### config.mk
export PLATFORM = sky130hd
export DESIGN_NAME = gpio_ctrl
export DESIGN_NICKNAME = d
export VERILOG_FILES = /design/src/rtl/gpio_pkg.sv /design/src/rtl/gpio_addr_dec.sv /design/src/rtl/gpio_sync.sv /design/src/rtl/gpio_bank.sv /design/src/rtl/gpio_ctrl.sv
export SDC_FILE = /design/constraint.sdc
export NUM_CORES = 1
export LEC_CHECK = 0
export BUFFER_PORTS_ARGS = -buffer_cell sky130_fd_sc_hd__buf_2
export CAP_MARGIN = 20
export CELL_PAD_IN_SITES_DETAIL_PLACEMENT = 1
export CELL_PAD_IN_SITES_GLOBAL_PLACEMENT = 1
export CORE_MARGIN = 2
export CORE_UTILIZATION = 42
export CTS_CLUSTER_DIAMETER = 100
export CTS_CLUSTER_SIZE = 28
export DETAILED_ROUTE_END_ITERATION = 8
export GPL_TIMING_DRIVEN = 1
export PLACE_DENSITY = 0.78
export SLEW_MARGIN = 5
export SYNTH_ARGS = -nofsm -noshare
export SYNTH_HDL_FRONTEND = slang
export SYNTH_HIERARCHICAL = 1
export SYNTH_SLANG_ARGS = --single-unit
### constraint.sdc
create_clock -name clk -period 4.3 [get_ports clk]
set_input_delay 0.86 -clock clk [delete_from_list [all_inputs] [get_ports clk]]
set_output_delay 0.86 -clock clk [all_outputs]
set_load 0.02 [all_outputs]
### src/rtl/gpio_pkg.sv
package gpio_pkg;
  localparam int REG_W      = 32;
  localparam int GRP_SLOTS  = 10;           // word slots reserved per group
  localparam int NUM_MAPPED = 5;            // slots actually implemented
  localparam int SLOT_BYTES = REG_W / 8;

  typedef enum logic [2:0] {
    SEL_DIR = 3'd0,
    SEL_OUT = 3'd1,
    SEL_SET = 3'd2,
    SEL_CLR = 3'd3,
    SEL_IN  = 3'd4
  } gpio_sel_e;

  function automatic int grp_width(input int pins, input int g);
    int left;
    left = pins - g * REG_W;
    return (left > REG_W) ? REG_W : left;
  endfunction
endpackage

### src/rtl/gpio_addr_dec.sv
module gpio_addr_dec
  import gpio_pkg::*;
#(
  parameter int ADDR_W     = 8,
  parameter int NUM_GRP    = 3,
  parameter int GRP_W      = 2,
  parameter int GRP_BASE   = 16,
  parameter int GRP_STRIDE = GRP_SLOTS * SLOT_BYTES
) (
  input  logic [ADDR_W-1:0] addr,
  output logic              hit,
  output logic [GRP_W-1:0]  grp,
  output gpio_sel_e         sel
);
  always_comb begin
    int unsigned a;
    int unsigned lo;
    int unsigned off;
    hit = 1'b0;
    grp = '0;
    sel = SEL_DIR;
    a   = 32'(addr);
    for (int g = 0; g < NUM_GRP; g++) begin
      lo  = 32'(GRP_BASE + g * GRP_STRIDE);
      off = a - lo;
      if (a >= lo && a < lo + 32'(GRP_STRIDE) && off[1:0] == 2'b00 &&
          (off >> 2) < 32'(NUM_MAPPED)) begin
        hit = 1'b1;
        grp = GRP_W'(g);
        sel = gpio_sel_e'(off[4:2]);
      end
    end
  end
endmodule

### src/rtl/gpio_sync.sv
module gpio_sync #(
  parameter int W = 32
) (
  input  logic         clk,
  input  logic [W-1:0] d,
  output logic [W-1:0] q
);
  logic [W-1:0] stage1;
  always_ff @(posedge clk) begin
    stage1 <= d;
    q      <= stage1;
  end
endmodule

### src/rtl/gpio_bank.sv
module gpio_bank
  import gpio_pkg::*;
#(
  parameter int W = 32
) (
  input  logic         clk,
  input  logic         rst,
  input  logic         wr_v,
  input  gpio_sel_e    wr_sel,
  input  logic [W-1:0] wr_data,
  input  logic [W-1:0] pin_i,
  output logic [W-1:0] dir_o,
  output logic [W-1:0] out_o,
  output logic [W-1:0] in_o
);
  logic [W-1:0] dir_q;
  logic [W-1:0] out_q;

  always_ff @(posedge clk) begin
    if (rst) begin
      dir_q <= '1;
      out_q <= '0;
    end else if (wr_v) begin
      case (wr_sel)
        SEL_DIR: dir_q <= wr_data;
        SEL_OUT: out_q <= wr_data;
        SEL_SET: out_q <= out_q | wr_data;
        SEL_CLR: out_q <= out_q & ~wr_data;
        default: ;
      endcase
    end
  end

  gpio_sync #(.W(W)) u_sync (
    .clk (clk),
    .d   (pin_i),
    .q   (in_o)
  );

  assign dir_o = dir_q;
  assign out_o = out_q;

  // direction only moves after a direction write
  p_dir_only_on_write_r2: assert property (@(posedge clk) disable iff (rst)
    !$stable(dir_q) |-> $past(wr_v && wr_sel == SEL_DIR));

  // set port ORs the mask into the latch
  p_set_or_r3: assert property (@(posedge clk) disable iff (rst)
    (wr_v && wr_sel == SEL_SET) |=> out_q == ($past(out_q) | $past(wr_data)));

  // clear port removes the mask from the latch
  p_clr_andn_r4: assert property (@(posedge clk) disable iff (rst)
    (wr_v && wr_sel == SEL_CLR) |=> out_q == ($past(out_q) & ~$past(wr_data)));

  // latch holds without a write
  p_out_hold_r5: assert property (@(posedge clk) disable iff (rst)
    !wr_v |=> $stable(out_q));

  // input word lags the pins by exactly two clocks
  p_sync_lag_r6: assert property (@(posedge clk) disable iff (rst)
    in_o == $past(pin_i, 2));
endmodule

### src/rtl/gpio_ctrl.sv
module gpio_ctrl
  import gpio_pkg::*;
#(
  parameter int NUM_PINS   = 71,
  parameter int ADDR_W     = 8,
  parameter int GRP_BASE   = 16,
  parameter int GRP_STRIDE = GRP_SLOTS * SLOT_BYTES
) (
  input  logic                clk,
  input  logic                rst,
  input  logic [ADDR_W-1:0]   bus_addr,
  input  logic                bus_wr,
  input  logic [REG_W-1:0]    bus_wdata,
  output logic [REG_W-1:0]    rd_data,
  input  logic [NUM_PINS-1:0] pad_in,
  output logic [NUM_PINS-1:0] pad_out,
  output logic [NUM_PINS-1:0] pad_oe
);
  localparam int NUM_GRP = (NUM_PINS + REG_W - 1) / REG_W;
  localparam int GRP_W   = (NUM_GRP > 1) ? $clog2(NUM_GRP) : 1;
  localparam int PAD_W   = NUM_GRP * REG_W;
  localparam int LAST_W  = grp_width(NUM_PINS, NUM_GRP - 1);

  logic             dec_hit;
  logic [GRP_W-1:0] dec_grp;
  gpio_sel_e        dec_sel;

  gpio_addr_dec #(
    .ADDR_W    (ADDR_W),
    .NUM_GRP   (NUM_GRP),
    .GRP_W     (GRP_W),
    .GRP_BASE  (GRP_BASE),
    .GRP_STRIDE(GRP_STRIDE)
  ) u_dec (
    .addr(bus_addr),
    .hit (dec_hit),
    .grp (dec_grp),
    .sel (dec_sel)
  );

  // Write staging register: writes reach the banks one cycle later
  logic             wr_v_q;
  logic [GRP_W-1:0] wr_grp_q;
  gpio_sel_e        wr_sel_q;
  logic [REG_W-1:0] wr_data_q;

  always_ff @(posedge clk) begin
    if (rst) begin
      wr_v_q    <= 1'b0;
      wr_grp_q  <= '0;
      wr_sel_q  <= SEL_DIR;
      wr_data_q <= '0;
    end else begin
      wr_v_q    <= bus_wr && dec_hit;
      wr_grp_q  <= dec_grp;
      wr_sel_q  <= dec_sel;
      wr_data_q <= bus_wdata;
    end
  end

  logic [NUM_PINS-1:0] dir_all;
  logic [NUM_PINS-1:0] out_all;
  logic [NUM_PINS-1:0] in_all;

  for (genvar g = 0; g < NUM_GRP; g++) begin : g_bank
    localparam int W = grp_width(NUM_PINS, g);
    logic [W-1:0] b_dir, b_out, b_in;

    gpio_bank #(.W(W)) u_bank (
      .clk    (clk),
      .rst    (rst),
      .wr_v   (wr_v_q && (wr_grp_q == GRP_W'(g))),
      .wr_sel (wr_sel_q),
      .wr_data(wr_data_q[W-1:0]),
      .pin_i  (pad_in[g*REG_W +: W]),
      .dir_o  (b_dir),
      .out_o  (b_out),
      .in_o   (b_in)
    );

    assign dir_all[g*REG_W +: W] = b_dir;
    assign out_all[g*REG_W +: W] = b_out;
    assign in_all[g*REG_W +: W]  = b_in;
  end

  assign pad_out = out_all;
  assign pad_oe  = ~dir_all;

  // Read path, zero-extended to whole groups
  logic [PAD_W-1:0] dir_pad, out_pad, in_pad;
  assign dir_pad = PAD_W'(dir_all);
  assign out_pad = PAD_W'(out_all);
  assign in_pad  = PAD_W'(in_all);

  logic [REG_W-1:0] rd_word;
  always_comb begin
    rd_word = '0;
    if (dec_hit) begin
      case (dec_sel)
        SEL_DIR: rd_word = dir_pad[int'(dec_grp) * REG_W +: REG_W];
        SEL_OUT: rd_word = out_pad[int'(dec_grp) * REG_W +: REG_W];
        SEL_IN:  rd_word = in_pad[int'(dec_grp) * REG_W +: REG_W];
        default: rd_word = '0;
      endcase
    end
  end

  always_ff @(posedge clk) begin
    if (rst) rd_data <= '0;
    else     rd_data <= rd_word;
  end

  // unmapped offsets read zero on the following cycle
  p_unmapped_zero_r10: assert property (@(posedge clk) disable iff (rst)
    !dec_hit |=> rd_data == '0);

  // a newly captured write leaves the pads alone for one cycle
  p_write_stage_r7: assert property (@(posedge clk) disable iff (rst)
    (bus_wr && dec_hit && !wr_v_q) |=> ($stable(pad_out) && $stable(pad_oe)));

  // output enable can only move one cycle after a staged write
  p_oe_after_stage_r2: assert property (@(posedge clk) disable iff (rst)
    !$stable(pad_oe) |-> $past(wr_v_q && wr_sel_q == SEL_DIR));

  if (LAST_W < REG_W) begin : g_last_pad
    // missing bits of the last group never read as one
    p_last_grp_zero_r9: assert property (@(posedge clk) disable iff (rst)
      (dec_hit && dec_grp == GRP_W'(NUM_GRP - 1)) |=> rd_data[REG_W-1:LAST_W] == '0);
  end
endmodule

## Yosys cells after proc, flatten, opt, wreduce, memory -nomap -nowiden

Cells that the tools add are included.

- Input port bits: 114
- Output and inout bits: 174
- Word-level logic and storage cells: 88
- Register bits after elaboration: 354

- Add/sub/neg operators: 3
- Reductions and logical operators: 27
- Bitwise gates (word level): 10
- $lt $le $gt $ge: 9
- Equality and inequality tests: 7
- Mux-type cells: 12
- Shift-type cells: 3

Operator list:

| kind | number |
|---|---|
| $pmux 32 s3 | 3 |
| $shiftx 96x8->32 | 3 |
| $lt 30x3->1 const B | 3 |
| $not 71->71 | 1 |
| $and 32x32->32 | 2 |
| $or 32x32->32 | 2 |
| $not 32->32 | 1 |
| $pmux 7 s3 | 1 |
| $logic_and 1x1->1 | 13 |
| $reduce_and 2->1 | 6 |
| $mux 3 | 3 |
| $sub 8x5->9 const B | 1 |
| $sub 8x6->9 const B | 1 |
| $sub 8x7->9 const B | 1 |
| $ge 8x5->1 const B | 1 |
| $ge 8x6->1 const B | 1 |
| $ge 8x7->1 const B | 1 |
| $logic_not 2->1 | 4 |
| $lt 8x6->1 const B | 1 |
| $lt 8x7->1 const B | 1 |
| $lt 8x8->1 const B | 1 |
| $and 7x7->7 | 1 |
| $not 7->7 | 1 |
| $or 7x7->7 | 1 |
| 11 further kinds | 17 |

## Depth between registers and ports, before layout

Gate-level depths: netlist of the first run.

- Depth in word-level cells: 9
- Gate-level depth with buffers: 14
- Gate-level depth less buffers: 11

## By module

The synthesis of the first run kept the hierarchy.

Modules (own cells, without submodules):

| module | cells an instance | times used | area an instance (um^2) | seq. area each (um^2) |
|---|---|---|---|---|
| gpio_bank at g_bank[0].u_bank ... | 226 | 2 | 2474.9 | 1281.2 |
| gpio_ctrl | 439 | 1 | 3794.9 | 1401.3 |
| gpio_sync at g_bank[0].u_bank.u_sync ... | 64 | 2 | 1281.2 | 1281.2 |
| gpio_bank at g_bank[2].u_bank | 64 | 1 | 634.4 | 280.3 |
| gpio_addr_dec | 52 | 1 | 425.4 | 0.0 |
| gpio_sync at g_bank[2].u_bank.u_sync | 14 | 1 | 280.3 | 280.3 |

## Least setup slack after synthesis of the first run

OpenSTA, ideal clock, no wires.

- Path type: input -> register
- Start point: in bus_addr[3]
- End point: reg rd_data[4]
- Stages on the path: 11
- Arrival time: 3.125 ns
- Setup slack: 1.061 ns
- Setup time: 0.114 ns
- Path buffers: 2
- Path through: ha_1 > a211oi_1 > nand4_1 > a21boi_1 > mux2i_1 > buf_2 > a21oi_2 > nand3b_1 > buf_2 > a21oi_1 > a21o_1

- Word-level cells in the longest chain between the ends: 9
- Elaborated cells between the ends (all ways): 38

RTL lines:

| item | RTL line | RTL |
|---|---|---|
| start: declaration | gpio_ctrl.sv:11 | `input logic [ADDR_W-1:0] bus_addr,` |
| branches (longest 6 deep; another with $lt 30x3->1) | - |  |
| $mux 3 (*) | gpio_addr_dec.sv:26 | `if (a >= lo && a < lo + 32'(GRP_STRIDE) && off[1:0] == 2'b00 &&` |
| named net dec_sel[1] | gpio_ctrl.sv:26 | `gpio_sel_e dec_sel;` |
| $eq 3x3->1 (tied with other cells) | gpio_ctrl.sv:99 | `case (dec_sel)` |
| $pmux 32 s3 (*) | gpio_ctrl.sv:99 |  |
| end signal: assignment | gpio_ctrl.sv:110 | `else rd_data <= rd_word;` |
| end: declaration | gpio_ctrl.sv:14 | `output logic [REG_W-1:0] rd_data,` |

Mark *: on every way through the listed nets, which the timed path passes.
A chain may end at the register's enable or synchronous reset.

## Worst setup path in the final report of the first run

- Start point: in bus_addr[6]
- End point: reg rd_data[21]

- Elaborated cells between the ends (all ways): 38

RTL lines:

| item | RTL line | RTL |
|---|---|---|
| branches (longest 5 deep; another with $lt 30x3->1) | - |  |
| $mux 2 (*) | gpio_addr_dec.sv:26 |  |
| named net dec_grp[0] | gpio_ctrl.sv:25 | `logic [GRP_W-1:0] dec_grp;` |
| $shiftx 96x8->32 (on tied branches) | gpio_ctrl.sv:102, gpio_ctrl.sv:100, gpio_ctrl.sv:101 |  |
| $pmux 32 s3 (*) | gpio_ctrl.sv:99 |  |

Marks and branches as above.

==> impl_metrics.toml, run 1 <==
[sta]
holdWs_ns = 0.3342
timing.final.crit_share_pct = 82.60
fmax_ghz = 0.2815
report.final.slew_viol_count = 0
hold_viol_final = 0
setup_viol = 0
worstMarginPinSlew_ns = 0.9690
clock_skew_ns = 0.02055
max_slew_margin_pct = 35.13
period_needed_ns = 3.552
rsz0062_at_grt = "no"
setup_slack_ns = 0.7481

[floorplan]
core-area_um2 = 29640
start_util_pct = 42.67
core.rowCount = 63
io_pins = 288
die_h_um = 177.5
dieArea_um2 = 31520
die_x_um = 177.5

[synthesis]
yosysSeqAreaShare_pct = 56.03
synth_nets = 1273
synth_edf_count = 0
syn_inst = 1149
synth_cell_types = 63
synthesis.area_um2 = 12650
ys_seq_elements = 354
ys.flop_type = "dfxtp_1"
yosysWarningCount = 6
synth_area_per_cell_um2 = 11.01
ys_async_sr_fraction_pct = 0

[worst_setup_path]
cp_slowest_cell = "inv_4"
crit_type = "input pin to register"
cp.required_ns = 4.69
slowest_delay_ns = 0.52
critPathLaunchType = "input pin"
cp_max_fo = 56
r2r_cells = 4
crit_chain = "buf_2, inv_1, ha_1, a211oi_1, buf_4, a2111oi_4, o2111ai_2, inv_4, buf_12, mux2_2, a222oi_1, nor2_1"
crit_path_end_kind = "register"
arrival_ns = 3.94

[power_and_ir_drop]
p_per_area_nw_per_um2 = 364.2
power.leakage_nw = 6.717
power_mw = 5.390
ir_worst_vdd_mv = 0.2280

[cts]
post_cts_buffers = 0
clk_latency_ns = 0.52
holdBufCountCts = 0
clkTransAtPathRegs_ns = 0.11
clock_sinks = 354
cts_root_buf = "clkbuf_16"
cts-buffers-inserted = 16
cts_max_level = 1
cts_resized = 0
clk_path_buf_depth = 3
cts_tree = "yes"

[final_layout]
nets = 1505
fill_cells = 3298
drive_gt1_share_pct = 29.74
area_growth_pct = 17.02
fin_cells = 1772
diodes = 0

[grt]
grt_max_degree = 79
grt_pass1_vias = 10237
antenna_found_initial = 0
grt_pass1_wl_um = 60020
overflow = 0
grt_usage_pct = 24.42

[outcome]
status = "completed"

[routing]
via_per_inst = 5.672
top_layer_used = "met4"
postRouteAntennaNets = 0
drt-pass1-iter-count = 6
met1_length_um = 17170
met3_length_um = 2634
drt_iter0_markers = 751
num_vias = 10051
wl_met2_um = 18190
post_drt_wl_per_cell_um = 22.33
drc = 0
wl_um = 39570

[place]
pre_cts_ws_ns = -0.005728
gp_congestion = 0.8767
dp_hpwl_um = 26760
place_inst = 1752
io_buffers = 287

[hold_path]
hold_path_depth = 0
min_path_type = "register to register"

[job]
max-cap-violations = 0
[flip-flops by register name, indices dropped and copies added (netlist names)]
name and cells:
g_bank.u_bank/dir_o 71, g_bank.u_bank/out_o 71, g_bank.u_bank/u_sync/q 71, g_bank.u_bank/u_sync/stage1 71, rd_data 32, wr_data_q 32
wr_sel_q 3, wr_grp_q 2, wr_v_q 1
[metrics by stage]
step	TNS [ns]	utilization, %	cell area, um^2
final	0	49.93	14800
after global routing	0	49.93	14800
after CTS	0	49.84	14770
after detailed placement	-0.005728	48.36	14330
after global placement	0	48.26	14310
after floorplan	0	-	12650
[cell usage in the layout, fill, tap and decap left out, types with 3 or more instances in the layout]
cell       Yosys  layout
clkbuf_16      0      17
a222oi_1      25      25
o2111a_1       3       3
inv_1         88      87
dfxtp_1      354     354
a221o_1        3       3
nor2b_1      110     108
a32oi_1       64      64
buf_2         25     286
ha_1          10      10
nor2_1        30      30
nand2b_1      10      10
o22ai_1        7       7
o31ai_1        3       3
o32ai_1        7       7
a221oi_1      11      11
nand2_1       35      35
buf_4         15      21
o221ai_1       4       4
a21oi_1       11      11
a211oi_1      65      65
a22oi_1        4       4
a211o_1       68      68
or2_2          4       4
nand3b_1       3       3
nor4b_4        3       3
a21o_1         4       4
o21ai_0       31      31
a211o_2        4       4
mux2_2        50      50
a22o_1         3       3
[critical path, delay by kind of cell]
kind,cells,cell delay [ns]
AOI/OAI and AO/OA,4,1.09
muxes,1,0.38
and+or+nand+nor,1,0.08
buffers and inverters,5,1.29
adders and majority gates,1,0.20
[worst paths after layout]
path	start	endpoint	slack, ns
min	g_bank[1].u_bank/u_sync/stage1[10]	g_bank[1].u_bank/u_sync/q[10]	0.33
max	bus_addr[6]	rd_data[21]	0.75
min reg2reg	g_bank[1].u_bank/u_sync/stage1[10]	g_bank[1].u_bank/u_sync/q[10]	0.33
max reg2reg	wr_sel_q[1]	g_bank[1].u_bank/dir_o[29]	1.93
[Yosys cell counts (15+ instances only)]
cell        n  area [um^2]
nor2b_1   110        688.2
a222oi_1   25        250.2
a211oi_1   65        488.0
clkbuf_1   49        183.9
dfxtp_1   354         7087
buf_4      15        112.6
a32oi_1    64        560.5
nand2_1    35        131.4
o21ai_0    31        155.2
mux2_2     50        563.0
a211o_1    68        595.6
inv_1      88        330.3
nor2_1     30        112.6
buf_2      25        125.1
[report_power, final]
part	switching, mW	internal (mW)
logic	0.131	0.0992
registers	0.0569	3.37
clock network	1.01	0.721
[logic make-up (layout without fill, tap and decap cells)]
kind of cell	count (synthesis)	after routing	share of synthesized area [%]
compound gates	328	328	21.31
fa+ha+maj	10	10	0.9893
flops	354	354	56.03
buf+inv	186	419	6.569
xor+xnor	3	3	0.2672
simple gates	217	217	10.30
mux	51	51	4.531
[cell type report]
cell class / count / area (um^2) / share of cell area [%]
Clock inverter: 2 / 13.76 / 0.09300
Inverter: 88 / 332.8 / 2.249
Multi-Input combinational cell: 609 / 4757 / 32.14
Timing Repair Buffer: 312 / 1695 / 11.46
Sequential cell: 354 / 7087 / 47.89
Clock buffer: 17 / 425.4 / 2.875
Tap cell: 390 / 488.0 / 3.297
[routing by layer]
layer  vias to the layer above  track usage, %
met3                        82           3.342
li1                       4601               -
met4                         0           9.153
met5                         -               0
met2                       422           40.34
met1                      4946           32.46
Note: power is estimated with default switching activity, not from simulation.
==> run 2: changes to the inputs <==
- CORE_UTILIZATION: 42 -> 38
- PLACE_DENSITY: 0.78 -> 0.74
- clock period: 4.3 -> 3.25 ns (I/O delays scaled with it)
==> run 2 against run 1 <==
Clock power is 38% higher. Register-to-register slack lost 1.1 ns. Hold slack worse by 0.11 ns. Largest cell class unchanged. Combinational power is 38% higher. Critical endpoint is now rd_data[30]. Clock skew is 0.0010 ns lower. Die area increased by 10%. Final area rose by 2.5%. Highest routed layer is now met5. First-iteration DRC count shrank 4.7%. Sequential share of layout area decreased by 1.2 points.
==> impl_metrics.toml, run 2 (synthesis gave the netlist of run 1 again) <==
[floorplan]
die_x_um = 186.4
die_h_um = 186.4
dieArea_um2 = 34760
start_util_pct = 38.77
core.rowCount = 66
core-area_um2 = 32620
io_pins = 288

[final_layout]
fill_cells = 3605
seqCellArea_um2 = 7087
mostFrequentLayoutCells = "354 x dfxtp_1, 286 x buf_2, 108 x nor2b_1, 87 x inv_1, 68 x a211o_1"
diodes = 0
layout_commonest_cell = "dfxtp_1"
post-route-util_pct = 46.49
area_growth_pct = 19.91
fin_cells = 1854
multi_input_comb_area_um2 = 4761
drive_gt1_share_pct = 31.30
nets = 1535

[sta]
setup_slack_ns = 0.3000
worstMarginPinSlew_ns = 0.8819
holdWs_ns = 0.2204
timing.final.crit_share_pct = 90.77
max_slew_margin_pct = 40.96
period_needed_ns = 2.950
clock_skew_ns = 0.01955
fmax_ghz = 0.3390
totalNegativeSetupSlack_ns = 0
hold_viol_final = 0
rsz0062_at_grt = "no"
report.final.slew_viol_count = 0
setup_viol = 0

[routing]
drt_iter0_markers = 716
via_per_inst = 5.400
drc = 0
drt-pass1-iter-count = 8
post_drt_wl_per_cell_um = 21.45
num_vias = 10011
postRouteAntennaNets = 0
wl_um = 39760

[place]
gp_congestion = 0.8687
pre_cts_ws_ns = -0.4001
dp_hpwl_um = 27010
place_inst = 1835
io_buffers = 287

[grt]
grt_pass1_wl_um = 60900
antenna_found_initial = 1
overflow = 0
grt_usage_pct = 22.13
grt_pass1_vias = 10309
grt_max_degree = 187

[power_and_ir_drop]
ir_worst_vdd_mv = 0.3606
p_per_area_nw_per_um2 = 477.7
power.leakage_nw = 6.879

[cts]
clk_path_buf_depth = 3
clock_sinks = 354
cts_tree = "yes"
cts-buffers-inserted = 16
cts_root_buf = "clkbuf_16"
clkTransAtPathRegs_ns = 0.11
cts_max_level = 1
clk_latency_ns = 0.53

[hold_path]
min_path_type = "input pin to register"
hold_path_depth = 1

[worst_setup_path]
crit_path_end_kind = "register"
crit_type = "input pin to register"
cp_max_fo = 11
cp.required_ns = 3.66
r2r_cells = 4
arrival_ns = 3.36
critPathLaunchType = "input pin"

[outcome]
status = "completed"

[job]
max-cap-violations = 0
[run 2: cell types whose count changed in the layout (fill, tap and decap cells not counted), sizes merged]
cell | previous run | this run
bufinv | 0 | 1
buf | 312 | 342
inv | 89 | 88
[run 2: routing by layer]
layer  vias up  part of all wire [%]  global-route usage, %
met5         -                 0.040                      0
met4         2                   3.0                  6.615
met3        56                   6.8                  3.799
met2       369                    47                  37.44
met1      4929                    43                  28.92
li1       4655                     -                      -
[run 2: worst max-delay path: stages]
cell,delay (ns)
buf_2,0.11
ha_1,0.18
inv_1,0.05
ha_1,0.20
nor4b_1,0.42
or3_1,0.21
a21boi_1,0.09
buf_4,0.16
a21boi_0,0.16
buf_4,0.19
buf_4,0.13
nor3b_4,0.04
buf_12,0.17
buf_12,0.14
a222oi_1,0.38
nor2_1,0.06
[run 2: stage by stage]
step / total power [mW] / instance area, um^2
CTS: 7.313 / 15160
detailed placement: 4.957 / 14700
finish: 7.245 / 15170
global placement: 4.943 / 14700
global route: 7.508 / 15170
floorplan: 4.769 / 12650
[run 2: worst paths after layout]
kind / from / to / slack, ns
worst min-delay path: pad_in[33] / g_bank[1].u_bank/u_sync/stage1[1] / 0.22
worst min register to register: g_bank[1].u_bank/u_sync/stage1[31] / g_bank[1].u_bank/u_sync/q[31] / 0.33
worst max-delay path: bus_addr[5] / rd_data[30] / 0.30
worst max register to register: wr_sel_q[1] / g_bank[1].u_bank/out_o[18] / 0.87
[run 2: power breakdown]
part,internal [mW],switching [mW],total [mW]
Sequential,4.46,0.0785,4.54
Combinational,0.148,0.170,0.318
Clock,1.03,1.36,2.39
[run 2: cell type report]
type / instances / share of cell area [%]
flip-flops and latches: 354 / 46.73
multi-input cells: 609 / 31.39
repair buffers: 342 / 12.98
well taps: 442 / 3.647
clock buffers: 17 / 2.805
inverters: 88 / 2.195
clock inverters: 2 / 0.2558
[run 2: repair_timing]
action                     in CTS  in global routing
setup endpoints to repair       0                  1
setup buffers                   0                  0
gates resized for setup         0                  1
hold buffers                    0                  0
